**config.mk**
```make
export PLATFORM = sky130hd
export DESIGN_NAME = mprx_top
export DESIGN_NICKNAME = d
export VERILOG_FILES = /design/src/rtl/mprx_pkg.sv /design/src/rtl/mprx_ctrl.sv /design/src/rtl/mprx_shift.sv /design/src/rtl/mprx_flags.sv /design/src/rtl/mprx_top.sv
export SDC_FILE = /design/constraint.sdc
export NUM_CORES = 1
export LEC_CHECK = 0
export BUFFER_PORTS_ARGS = -buffer_cell sky130_fd_sc_hd__buf_2
export CORE_AREA = 2 2 80 90
export CTS_BUF_LIST = sky130_fd_sc_hd__clkbuf_4 sky130_fd_sc_hd__clkbuf_8
export DETAILED_ROUTE_END_ITERATION = 16
export DIE_AREA = 0 0 82 92
export GPL_ROUTABILITY_DRIVEN = 0
export PLACE_DENSITY = 0.56
export SLEW_MARGIN = 15
export SYNTH_ARGS = -nofsm -noshare
export SYNTH_HDL_FRONTEND = slang
export SYNTH_HIERARCHICAL = 1
export SYNTH_SLANG_ARGS = --single-unit
export TNS_END_PERCENT = 1
```
**constraint.sdc**
```tcl
create_clock -name clk -period 1.6 [get_ports clk]
set_input_delay 0.08 -clock clk [delete_from_list [all_inputs] [get_ports clk]]
set_output_delay 0.08 -clock clk [all_outputs]
set_load 0.02 [all_outputs]
```
**src/rtl/mprx_pkg.sv**
```systemverilog
package mprx_pkg;

  typedef enum logic [1:0] {
    RX_IDLE  = 2'd0,
    RX_START = 2'd1,
    RX_BITS  = 2'd2,
    RX_STOP  = 2'd3
  } rx_state_e;

  typedef struct packed {
    logic       tie;
    logic       rie;
    logic       te;
    logic       re;
    logic       mpie;
    logic       teie;
    logic [1:0] cks;
  } ctrl_t;

  // {external clock select, clock pin driven}
  function automatic logic [1:0] clk_route(input logic [1:0] cks);
    return {cks[1], (cks == 2'b01)};
  endfunction

  function automatic logic [7:0] pack_status(input logic full, input logic ovr,
                                             input logic fer, input logic txe,
                                             input logic txend);
    return {3'b000, txend, txe, fer, ovr, full};
  endfunction

endpackage

```
**src/rtl/mprx_ctrl.sv**
```systemverilog
module mprx_ctrl
  import mprx_pkg::*;
(
  input  logic       clk,
  input  logic       rst_n,
  input  logic       wr,
  input  logic [7:0] wdata,
  input  logic       wake,
  output ctrl_t      q
);

  logic [7:0] q_bits;
  assign q_bits = q;

  always_ff @(posedge clk or negedge rst_n) begin
    if (!rst_n) begin
      q <= '0;
    end else begin
      if (wr) q <= ctrl_t'(wdata);
      if (wake) q.mpie <= 1'b0;
    end
  end

  // an address frame disarms wakeup, even against a software write
  a_r11_wake_disarms: assert property (@(posedge clk) disable iff (!rst_n)
    wake |=> !q.mpie);

  // a plain write lands in full
  a_r2_write_lands: assert property (@(posedge clk) disable iff (!rst_n)
    (wr && !wake) |=> (q_bits == $past(wdata)));

endmodule

```
**src/rtl/mprx_shift.sv**
```systemverilog
module mprx_shift
  import mprx_pkg::*;
#(
  parameter int DATA_W      = 8,
  parameter int OSR         = 16,
  parameter int SYNC_STAGES = 2
) (
  input  logic              clk,
  input  logic              rst_n,
  input  logic              rx_en,
  input  logic              os_tick,
  input  logic              rxd,
  output logic              frame_done,
  output logic [DATA_W-1:0] frame_data,
  output logic              frame_mpb,
  output logic              frame_stop_ok
);

  localparam int CNT_W = $clog2(OSR);
  localparam int IDX_W = $clog2(DATA_W + 1);
  localparam logic [CNT_W-1:0] MID_CNT  = CNT_W'(OSR / 2 - 1);
  localparam logic [CNT_W-1:0] LAST_CNT = CNT_W'(OSR - 1);
  localparam logic [IDX_W-1:0] MP_IDX   = IDX_W'(DATA_W);

  logic rxd_s;

  generate
    if (SYNC_STAGES > 1) begin : g_sync
      logic [SYNC_STAGES-1:0] sync_q;
      always_ff @(posedge clk or negedge rst_n) begin
        if (!rst_n) sync_q <= '1;
        else        sync_q <= {sync_q[SYNC_STAGES-2:0], rxd};
      end
      assign rxd_s = sync_q[SYNC_STAGES-1];
    end else begin : g_nosync
      logic sync_q;
      always_ff @(posedge clk or negedge rst_n) begin
        if (!rst_n) sync_q <= 1'b1;
        else        sync_q <= rxd;
      end
      assign rxd_s = sync_q;
    end
  endgenerate

  rx_state_e         state_q;
  logic [CNT_W-1:0]  cnt_q;
  logic [IDX_W-1:0]  idx_q;
  logic [DATA_W-1:0] shreg_q;
  logic              mpb_q;

  always_ff @(posedge clk or negedge rst_n) begin
    if (!rst_n) begin
      state_q <= RX_IDLE;
      cnt_q   <= '0;
      idx_q   <= '0;
      shreg_q <= '0;
      mpb_q   <= 1'b0;
    end else if (!rx_en) begin
      state_q <= RX_IDLE;
      cnt_q   <= '0;
    end else if (os_tick) begin
      case (state_q)
        RX_IDLE: begin
          if (!rxd_s) begin
            state_q <= RX_START;
            cnt_q   <= '0;
          end
        end
        RX_START: begin
          if (cnt_q == MID_CNT) begin
            cnt_q   <= '0;
            idx_q   <= '0;
            state_q <= rxd_s ? RX_IDLE : RX_BITS;
          end else begin
            cnt_q <= cnt_q + 1'b1;
          end
        end
        RX_BITS: begin
          if (cnt_q == LAST_CNT) begin
            cnt_q <= '0;
            if (idx_q == MP_IDX) begin
              mpb_q   <= rxd_s;
              state_q <= RX_STOP;
            end else begin
              shreg_q <= {rxd_s, shreg_q[DATA_W-1:1]};
              idx_q   <= idx_q + 1'b1;
            end
          end else begin
            cnt_q <= cnt_q + 1'b1;
          end
        end
        default: begin
          if (cnt_q == LAST_CNT) begin
            state_q <= RX_IDLE;
            cnt_q   <= '0;
          end else begin
            cnt_q <= cnt_q + 1'b1;
          end
        end
      endcase
    end
  end

  assign frame_done    = rx_en && os_tick && (state_q == RX_STOP) && (cnt_q == LAST_CNT);
  assign frame_data    = shreg_q;
  assign frame_mpb     = mpb_q;
  assign frame_stop_ok = rxd_s;

  // losing the receive enable drops any frame in progress
  a_r12_abort_to_idle: assert property (@(posedge clk) disable iff (!rst_n)
    !rx_en |=> (state_q == RX_IDLE));

  // a frame can only end after the start and bit phases
  a_r5_done_from_stop: assert property (@(posedge clk) disable iff (!rst_n)
    frame_done |-> $past(state_q == RX_STOP || state_q == RX_BITS));

endmodule

```
**src/rtl/mprx_flags.sv**
```systemverilog
module mprx_flags #(
  parameter int DATA_W = 8
) (
  input  logic              clk,
  input  logic              rst_n,
  input  logic              frame_done,
  input  logic [DATA_W-1:0] frame_data,
  input  logic              frame_mpb,
  input  logic              frame_stop_ok,
  input  logic              mpie,
  input  logic              stat_rd,
  input  logic              stat_wr,
  input  logic [2:0]        stat_wdata,
  output logic              rx_full,
  output logic              overrun,
  output logic              frame_err,
  output logic [DATA_W-1:0] rx_data,
  output logic              wake
);

  // flag vector order: [0] full, [1] overrun, [2] framing
  logic [2:0] flag_q, seen_q, set_v, clr_v;
  logic [DATA_W-1:0] data_q;
  logic accept, clr_any;

  assign accept  = frame_done && (!mpie || frame_mpb);
  assign wake    = frame_done && mpie && frame_mpb;
  assign set_v   = {accept && !frame_stop_ok, accept && flag_q[0], accept && !flag_q[0]};
  assign clr_v   = {3{stat_wr}} & ~stat_wdata & seen_q;
  assign clr_any = |clr_v;

  generate
    for (genvar i = 0; i < 3; i++) begin : g_flag
      always_ff @(posedge clk or negedge rst_n) begin
        if (!rst_n) begin
          flag_q[i] <= 1'b0;
          seen_q[i] <= 1'b0;
        end else if (set_v[i]) begin
          flag_q[i] <= 1'b1;
          seen_q[i] <= 1'b0;
        end else if (clr_v[i]) begin
          flag_q[i] <= 1'b0;
          seen_q[i] <= 1'b0;
        end else if (stat_rd && flag_q[i]) begin
          seen_q[i] <= 1'b1;
        end
      end
    end
  endgenerate

  always_ff @(posedge clk or negedge rst_n) begin
    if (!rst_n)        data_q <= '0;
    else if (set_v[0]) data_q <= frame_data;
  end

  assign rx_full   = flag_q[0];
  assign overrun   = flag_q[1];
  assign frame_err = flag_q[2];
  assign rx_data   = data_q;

  // a dropped frame leaves every flag and the data alone
  a_r10_discard_holds: assert property (@(posedge clk) disable iff (!rst_n)
    (frame_done && mpie && !frame_mpb && !clr_any) |=> $stable({flag_q, data_q}));

  // overrun keeps the old byte
  a_r7_overrun_keeps: assert property (@(posedge clk) disable iff (!rst_n)
    (accept && flag_q[0]) |=> (flag_q[1] && $stable(data_q)));

  // bad stop bit raises the framing flag
  a_r6_stop_error: assert property (@(posedge clk) disable iff (!rst_n)
    (accept && !frame_stop_ok) |=> flag_q[2]);

  // an unread flag survives any write
  a_r8_clear_needs_read: assert property (@(posedge clk) disable iff (!rst_n)
    (flag_q[0] && !seen_q[0]) |=> flag_q[0]);

endmodule

```
**src/rtl/mprx_top.sv**
```systemverilog
module mprx_top
  import mprx_pkg::*;
#(
  parameter int OSR         = 16,
  parameter int SYNC_STAGES = 2
) (
  input  logic       clk,
  input  logic       rst_n,
  input  logic       bus_wr,
  input  logic       bus_rd,
  input  logic [1:0] bus_addr,
  input  logic [7:0] bus_wdata,
  output logic [7:0] bus_rdata,
  input  logic       os_tick,
  input  logic       rxd,
  input  logic       tx_empty_in,
  input  logic       tx_end_in,
  output logic       irq_tx_empty,
  output logic       irq_rx_full,
  output logic       irq_rx_err,
  output logic       irq_tx_end,
  output logic       tx_run,
  output logic       rx_run,
  output logic       ext_clk_sel,
  output logic       sck_drive
);

  localparam int DATA_W = 8;
  localparam logic [1:0] A_CTRL = 2'd0;
  localparam logic [1:0] A_STAT = 2'd1;
  localparam logic [1:0] A_DATA = 2'd2;

  ctrl_t c;
  logic wake, frame_done, frame_mpb, frame_stop_ok;
  logic rx_full, overrun, frame_err;
  logic [DATA_W-1:0] frame_data, rx_data;
  logic ctrl_wr, stat_wr, stat_rd;

  assign ctrl_wr = bus_wr && (bus_addr == A_CTRL);
  assign stat_wr = bus_wr && (bus_addr == A_STAT);
  assign stat_rd = bus_rd && (bus_addr == A_STAT);

  mprx_ctrl u_ctrl (
    .clk(clk), .rst_n(rst_n), .wr(ctrl_wr), .wdata(bus_wdata), .wake(wake), .q(c)
  );

  mprx_shift #(.DATA_W(DATA_W), .OSR(OSR), .SYNC_STAGES(SYNC_STAGES)) u_shift (
    .clk(clk), .rst_n(rst_n), .rx_en(c.re), .os_tick(os_tick), .rxd(rxd),
    .frame_done(frame_done), .frame_data(frame_data), .frame_mpb(frame_mpb),
    .frame_stop_ok(frame_stop_ok)
  );

  mprx_flags #(.DATA_W(DATA_W)) u_flags (
    .clk(clk), .rst_n(rst_n), .frame_done(frame_done), .frame_data(frame_data),
    .frame_mpb(frame_mpb), .frame_stop_ok(frame_stop_ok), .mpie(c.mpie),
    .stat_rd(stat_rd), .stat_wr(stat_wr), .stat_wdata(bus_wdata[2:0]),
    .rx_full(rx_full), .overrun(overrun), .frame_err(frame_err),
    .rx_data(rx_data), .wake(wake)
  );

  always_comb begin
    case (bus_addr)
      A_CTRL:  bus_rdata = c;
      A_STAT:  bus_rdata = pack_status(rx_full, overrun, frame_err, tx_empty_in, tx_end_in);
      A_DATA:  bus_rdata = rx_data;
      default: bus_rdata = 8'h00;
    endcase
  end

  assign irq_rx_full  = rx_full && c.rie;
  assign irq_rx_err   = (overrun || frame_err) && c.rie;
  assign irq_tx_empty = tx_empty_in && c.tie;
  assign irq_tx_end   = tx_end_in && c.teie;
  assign tx_run       = c.te;
  assign rx_run       = c.re;
  assign {ext_clk_sel, sck_drive} = clk_route(c.cks);

  // no receive request while receive interrupts are disabled
  a_r9_rx_gated: assert property (@(posedge clk) disable iff (!rst_n)
    (irq_rx_full || irq_rx_err) |-> c.rie);

endmodule

```
==> reports/qor.yml, run 1 <==
final_area_sq_um: 2830
required_ps: 1780
num_vias: 1624
async_reset_ff_share_pct: 100
fmax_mhz: 634
worstSetupStartpointType: "flip-flop"
track_usage_pct: 14.0
overflow: 0
hold_path_class: "input pin to flip-flop"
core_area_sq_um: 6730
worstPathMaxFanout: 10
synth_top_cell_area_share_pct: 45.4
fp.dieH_microns: 92
fin_worst_skew_ps: 6.71
crit_type: "flip-flop to flip-flop"
htreeDepth: 2
max_cap_violations: 0
synthXorXnorAreaFrac_pct: 0.387
drc: 0
r2r_start: "u_shift/idx_q[0]"
yosysWarnings: 6
cp-end-kind: "flip-flop"
synth_area_leaders: "dfrtp_1 (45%), mux2_4 (10%), mux2i_1 (5.8%)"
grt_max_degree: 30
leakagePower_nw: 1.33
report.final.slew_viol_count: 0
switchingPower_mw: 0.622
synth.distinct_cells: 49
synth_top_family_by_area: "multiplexers"
p_int_mw: 1.63
period_share_pct: 98.6
min_path_cells: 2
synth_commonest_cells: "dfrtp_1 (41), mux2_4 (15), mux2i_1 (13)"
r2r.worst_path.cells: 6
crit_slowest_cell: "dfrtp_1"
grt_pass1_wl_microns: 8130
synth_mux_area_share_pct: 20.2
yosysSeqAreaShare_pct: 47.7
met3WireLength_microns: 220
period_needed_ps: 1580
swShare_pct: 27.6
vias_per_cell: 4.98
dieArea_sq_um: 7540
setup_viol: 0
post_drt_wl_per_cell_microns: 14.6
syn_inst: 184
status: "finished, final reports clean"
synth_fa_ha_area_share_pct: 1.66
rsz0062_at_grt: "true"
tns_ps: 0
r2r_slack_ps: 20
worstSetupStartpoint: "u_shift/idx_q[0]"
met1_length_microns: 2260
holdPathEnd: "u_ctrl/q[7]"
p_per_area_nw_per_um2: 795
pwr-share-comb_pct: 16.8
fp.dieW_microns: 82
synth.most_common_cell: "dfrtp_1"
fin_nets: 261
synth.avg_cell_area_sq_um: 12.3
io_buffers: 33
slew_headroom_pct: 56.4
crit_arrival_ps: 1760
wl_met2_microns: 2230
finalNonFillerCells: 326
n_antenna_cell: 0
seqPwrFrac_pct: 52.6
hpwl_microns: 3550
synth-compound-area-share_pct: 11.2
fin_total_pwr_mw: 2.25
cts.sinks: 43
clk_pin_slew_ps: 80
wl_microns: 4770
cts_buffers: 5
ys_ff_latch: 43
grt_pass1_vias: 1615
tightest_slew_ps: 653
syn_to_final_growth_pct: 25.3
synth_edf_count: 0
grt_antenna_before_repair: 0
placed_cell_area_sq_um: 2660
start_util_pct: 33.6
topRoutingLayerUsed: "met4"
reg2reg_to: "u_shift/frame_data[4]"
clock_tree.root_cell: "clkbuf_8"
hold_viol_final: 0
power_frac_clock_pct: 30.6
row_count: 32
synth-simple-area-share_pct: 14.8
firstDrtPassIters: 4
cp_cell_sequence: "inv_1 -> ha_2 -> and3b_2 -> nor3_4 -> buf_12 -> mux2_2"
worstSkewPairLatency_ps: 290
synth_top_area_cell: "dfrtp_1"
syn_nets: 205
cts_buffer_depth: 2
synth_area_sq_um: 2260
hold_start: "bus_wdata[7]"
slowest_delay_ps: 360
drtIter0Drc: 92
ios: 34
ant_nets: 0
cts_tree: "built"
drive_gt1_share_pct: 45.2
place_inst: 313
synthFlopType: "dfrtp_1"
ir_drop_mv: 0.326
-- placed cells by master (no fill, tap or decap), drive strengths merged, types with 2 or more instances in the layout --
master,n
o21a,2
nand2b,2
and2,5
or2,2
nor2b,2
dfstp,2
inv,9
nor2,8
nand2,3
o2111ai,2
dlygate4sd3,2
o211ai,5
mux2,24
clkbuf,6
nand3,4
nand4,3
o21ai,9
mux2i,13
ha,3
dfrtp,41
and3b,3
buf,55
a21oi,2
nand3b,6
o2bb2ai,5
nor3b,3
-- registers in the layout, summed over array words and instances (netlist names) --
name,cells
u_shift/g_sync.sync_q,2
u_shift/cnt_q,4
u_flags/overrun,1
u_shift/state_q,2
u_flags/rx_full,1
u_shift/frame_mpb,1
u_shift/frame_data,8
u_flags/rx_data,8
u_shift/idx_q,4
u_flags/seen_q,3
u_flags/frame_err,1
u_ctrl/q,8
-- final cells by class --
cell class	count	area (sq um)
clock inverters	2	12.5
multi-input cells	124	1150
repair buffers	57	379
well taps	85	106
fillers	665	3890
inverters	9	33.8
flip-flops and latches	43	1080
clock buffers	6	76.3
-- power groups by stage --
stage | registers, mW | clock network [mW] | logic, mW
floorplan | 1.22 | 0 | 0.208
global placement | 1.21 | 0 | 0.373
detailed placement | 1.21 | 0 | 0.373
CTS | 1.19 | 0.720 | 0.380
global route | 1.20 | 0.767 | 0.422
finish | 1.18 | 0.690 | 0.379
-- kinds of logic (layout without fill, tap and decap cells) --
logic type | count (synthesis) | count (layout)
fa+ha+maj | 3 | 3
simple gates | 48 | 48
compound gates | 35 | 35
flops | 43 | 43
mux | 37 | 37
buf+inv | 17 | 74
xor+xnor | 1 | 1
-- worst max path at each step --
| stage | to | slack, ps | cells past startpoint |
|---|---|---|---|
| after detailed placement | u_flags/rx_data[6] | -40 | 6 |
| after global placement | u_flags/rx_data[5] | 6 | 6 |
| after floorplan | u_shift/frame_data[0] | -60 | 4 |
| after CTS | u_shift/idx_q[3] | 3 | 5 |
| after global routing | u_shift/frame_data[5] | -50 | 5 |
| final | u_shift/frame_data[4] | 20 | 6 |
-- through the flow --
stage	setup WS, ps	hold WS (ps)	util, %
2_1_floorplan	-58.8	-216	-
3_3_place_gp	5.81	147	39.5
3_5_place_dp	-35.2	150	39.5
4_1_cts	3.43	16.3	41.3
5_1_grt	-48.5	18.9	42.1
6_report	22.0	25.9	42.1
-- metal layers --
layer	up-vias	GRT usage [%]
li1	780	-
met1	796	19.4
met2	42	22.0
met3	6	2.95
met4	0	3.75
met5	-	0
-- critical path, delay by kind of cell (launching register included) --
family	cells	cell delay, ps
fa+ha+maj	1	170
mux	1	330
flops	1	360
simple gates	2	400
buf+inv	2	200
-- repair_timing --
item / CTS / global route
endpoints found under the hold margin: 26 / 0
hold buffers: 2 / 0
pin swaps: 2 / 4
endpoints found under the setup margin: 9 / 21
setup buffers: 1 / 2
resized for setup: 1 / 10
(Power assumes the default switching activity.)
==> run 2: changes to the inputs <==
--- a/config.mk
+++ b/config.mk
@@ -11,7 +11,7 @@
 export DETAILED_ROUTE_END_ITERATION = 16
 export DIE_AREA = 0 0 82 92
 export GPL_ROUTABILITY_DRIVEN = 0
-export PLACE_DENSITY = 0.56
+export PLACE_DENSITY_LB_ADDON = 0.25
 export SLEW_MARGIN = 15
 export SYNTH_ARGS = -nofsm -noshare
 export SYNTH_HDL_FRONTEND = slang
==> reports/qor.yml, run 2 (synthesis results as in run 1) <==
crit_arrival_ps: 1860
p_int_mw: 1.64
fillCellCount: 639
clk_pin_slew_ps: 80
fp.dieH_microns: 92
post_drt_wl_per_cell_microns: 15.1
cts_tree: "built"
min_path_cells: 2
worstPathMaxFanout: 4
ir_drop_mv: 0.368
grt_pass1_vias: 1666
track_usage_pct: 14.3
required_ps: 1790
use_met2_pct: 22.3
switchingPower_mw: 0.632
start_util_pct: 33.6
max_cap_violations: 0
report.final.slew_viol_count: 0
num_vias: 1639
pwr-share-comb_pct: 17.0
ant_nets: 0
cp-end-kind: "flip-flop"
hold_viol_final: 0
ios: 34
leakagePower_nw: 1.41
cp_cell_sequence: "ha_4 -> nand3b_1 -> nor3_4 -> buf_12 -> buf_8 -> mux2_4"
setup_viol: 18
slowest_delay_ps: 390
dieArea_sq_um: 7540
hold_slack_ps: 10.5
core_area_sq_um: 6730
syn_to_final_growth_pct: 30.3
rsz0062_at_grt: "true"
use_met1_pct: 19.5
tightest_slew_ps: 480
hold_path_class: "input pin to flip-flop"
r2r_slack_ps: -70
hold_start: "bus_wdata[7]"
io_buffers: 33
crit_type: "flip-flop to flip-flop"
wl_microns: 5030
firstDrtPassIters: 4
final_cell_mix: "dfrtp_1 (41), buf_2 (33), mux2_4 (24)"
period_share_pct: 104
grt.busiest_layer: "met2"
drive_gt1_share_pct: 46.0
cts_buffer_depth: 2
cts.sinks: 43
holdPathEnd: "u_ctrl/q[7]"
p_per_area_nw_per_um2: 770
worstSetupStartpointType: "flip-flop"
r2r_start: "u_shift/cnt_q[0]"
n_antenna_cell: 0
fin_worst_skew_ps: 9.10
power_frac_clock_pct: 30.6
swShare_pct: 27.9
vias_per_cell: 4.92
place_ws_ps: -41.2
clock_tree.root_cell: "clkbuf_8"
seqPwrFrac_pct: 52.3
fin_nets: 268
failed_checks: "negative setup slack"
fp.dieW_microns: 82
status: "finished, violations left"
worstSkewPairLatency_ps: 300
crit_slowest_cell: "dfrtp_1"
cp_top_family: "simple AND/OR/NAND/NOR gates"
path_buf_inv: 2
grt.met3_usage_pct: 3.25
slew_headroom_pct: 68.0
r2r.worst_path.cells: 6
drtIter0Drc: 81
drc: 0
grt_antenna_before_repair: 0
grt_max_degree: 20
grt_pass1_wl_microns: 8230
cts_buffers: 5
setup_slack_ps: -71.1
overflow: 0
period_needed_ps: 1670
fmax_mhz: 598
reg2reg_to: "u_shift/frame_data[0]"
hpwl_microns: 3570
row_count: 32
htreeDepth: 2
layout_commonest_cell: "dfrtp_1"
==> run 2: how the worst max path moves through the flow <==
| stage | start | to | slack (ps) | cells past startpoint |
|---|---|---|---|---|
| floorplan | u_shift/cnt_q[0] | u_shift/frame_data[0] | -60 | 4 |
| global placement | u_shift/cnt_q[0] | u_shift/idx_q[2] | -30 | 5 |
| detailed placement | u_shift/cnt_q[1] | u_shift/idx_q[3] | -40 | 5 |
| CTS | u_shift/cnt_q[0] | u_shift/frame_data[3] | -30 | 5 |
| global route | u_shift/cnt_q[1] | u_shift/frame_data[6] | -130 | 6 |
| finish | u_shift/cnt_q[0] | u_shift/frame_data[0] | -70 | 6 |
==> run 2: cell type report <==
cell class	count	area, sq um	area share (%)
Sequential cell	43	1080	36.6
Clock inverter	2	12.5	0.425
Tap cell	85	106	3.61
Multi-Input combinational cell	124	1180	40.0
Clock buffer	6	76.3	2.59
Timing Repair Buffer	64	459	15.6
Inverter	9	33.8	1.15
==> run 2: power groups by stage <==
stage                     registers, mW  logic (mW)  clock network (mW)
after CTS                          1.19       0.380               0.719
after floorplan                    1.22       0.208                   0
after detailed placement           1.21       0.375                   0
after global placement             1.21       0.372                   0
final                              1.19       0.386               0.695
after global routing               1.20       0.425               0.786
==> run 2: through the flow <==
step                TNS [ps]  total power [mW]  cell area (sq um)  cells  util (%)
finish                  -661              2.27               2950    333      43.8
global route           -2120              2.41               2950    333      43.8
CTS                     -147              2.29               2840    328      42.2
detailed placement      -311              1.58               2680    314      39.8
global placement       -95.5              1.58               2680    314      39.8
floorplan               -701              1.43               2270    184         -
==> run 2: repair_timing <==
| item | CTS | global route |
|---|---|---|
| hold buffers | 2 | 0 |
| setup endpoints to repair | 10 | 20 |
| setup buffers | 4 | 6 |
| pin swaps | 4 | 6 |
| endpoints found under the hold margin | 16 | 0 |
| gates resized for setup | 4 | 20 |
==> run 2: metal layers <==
metal / share of wire, % / wire, microns
met1: 47 / 2380
met2: 47 / 2370
met3: 4.2 / 210
met4: 1.4 / 68
met5: 0 / 0
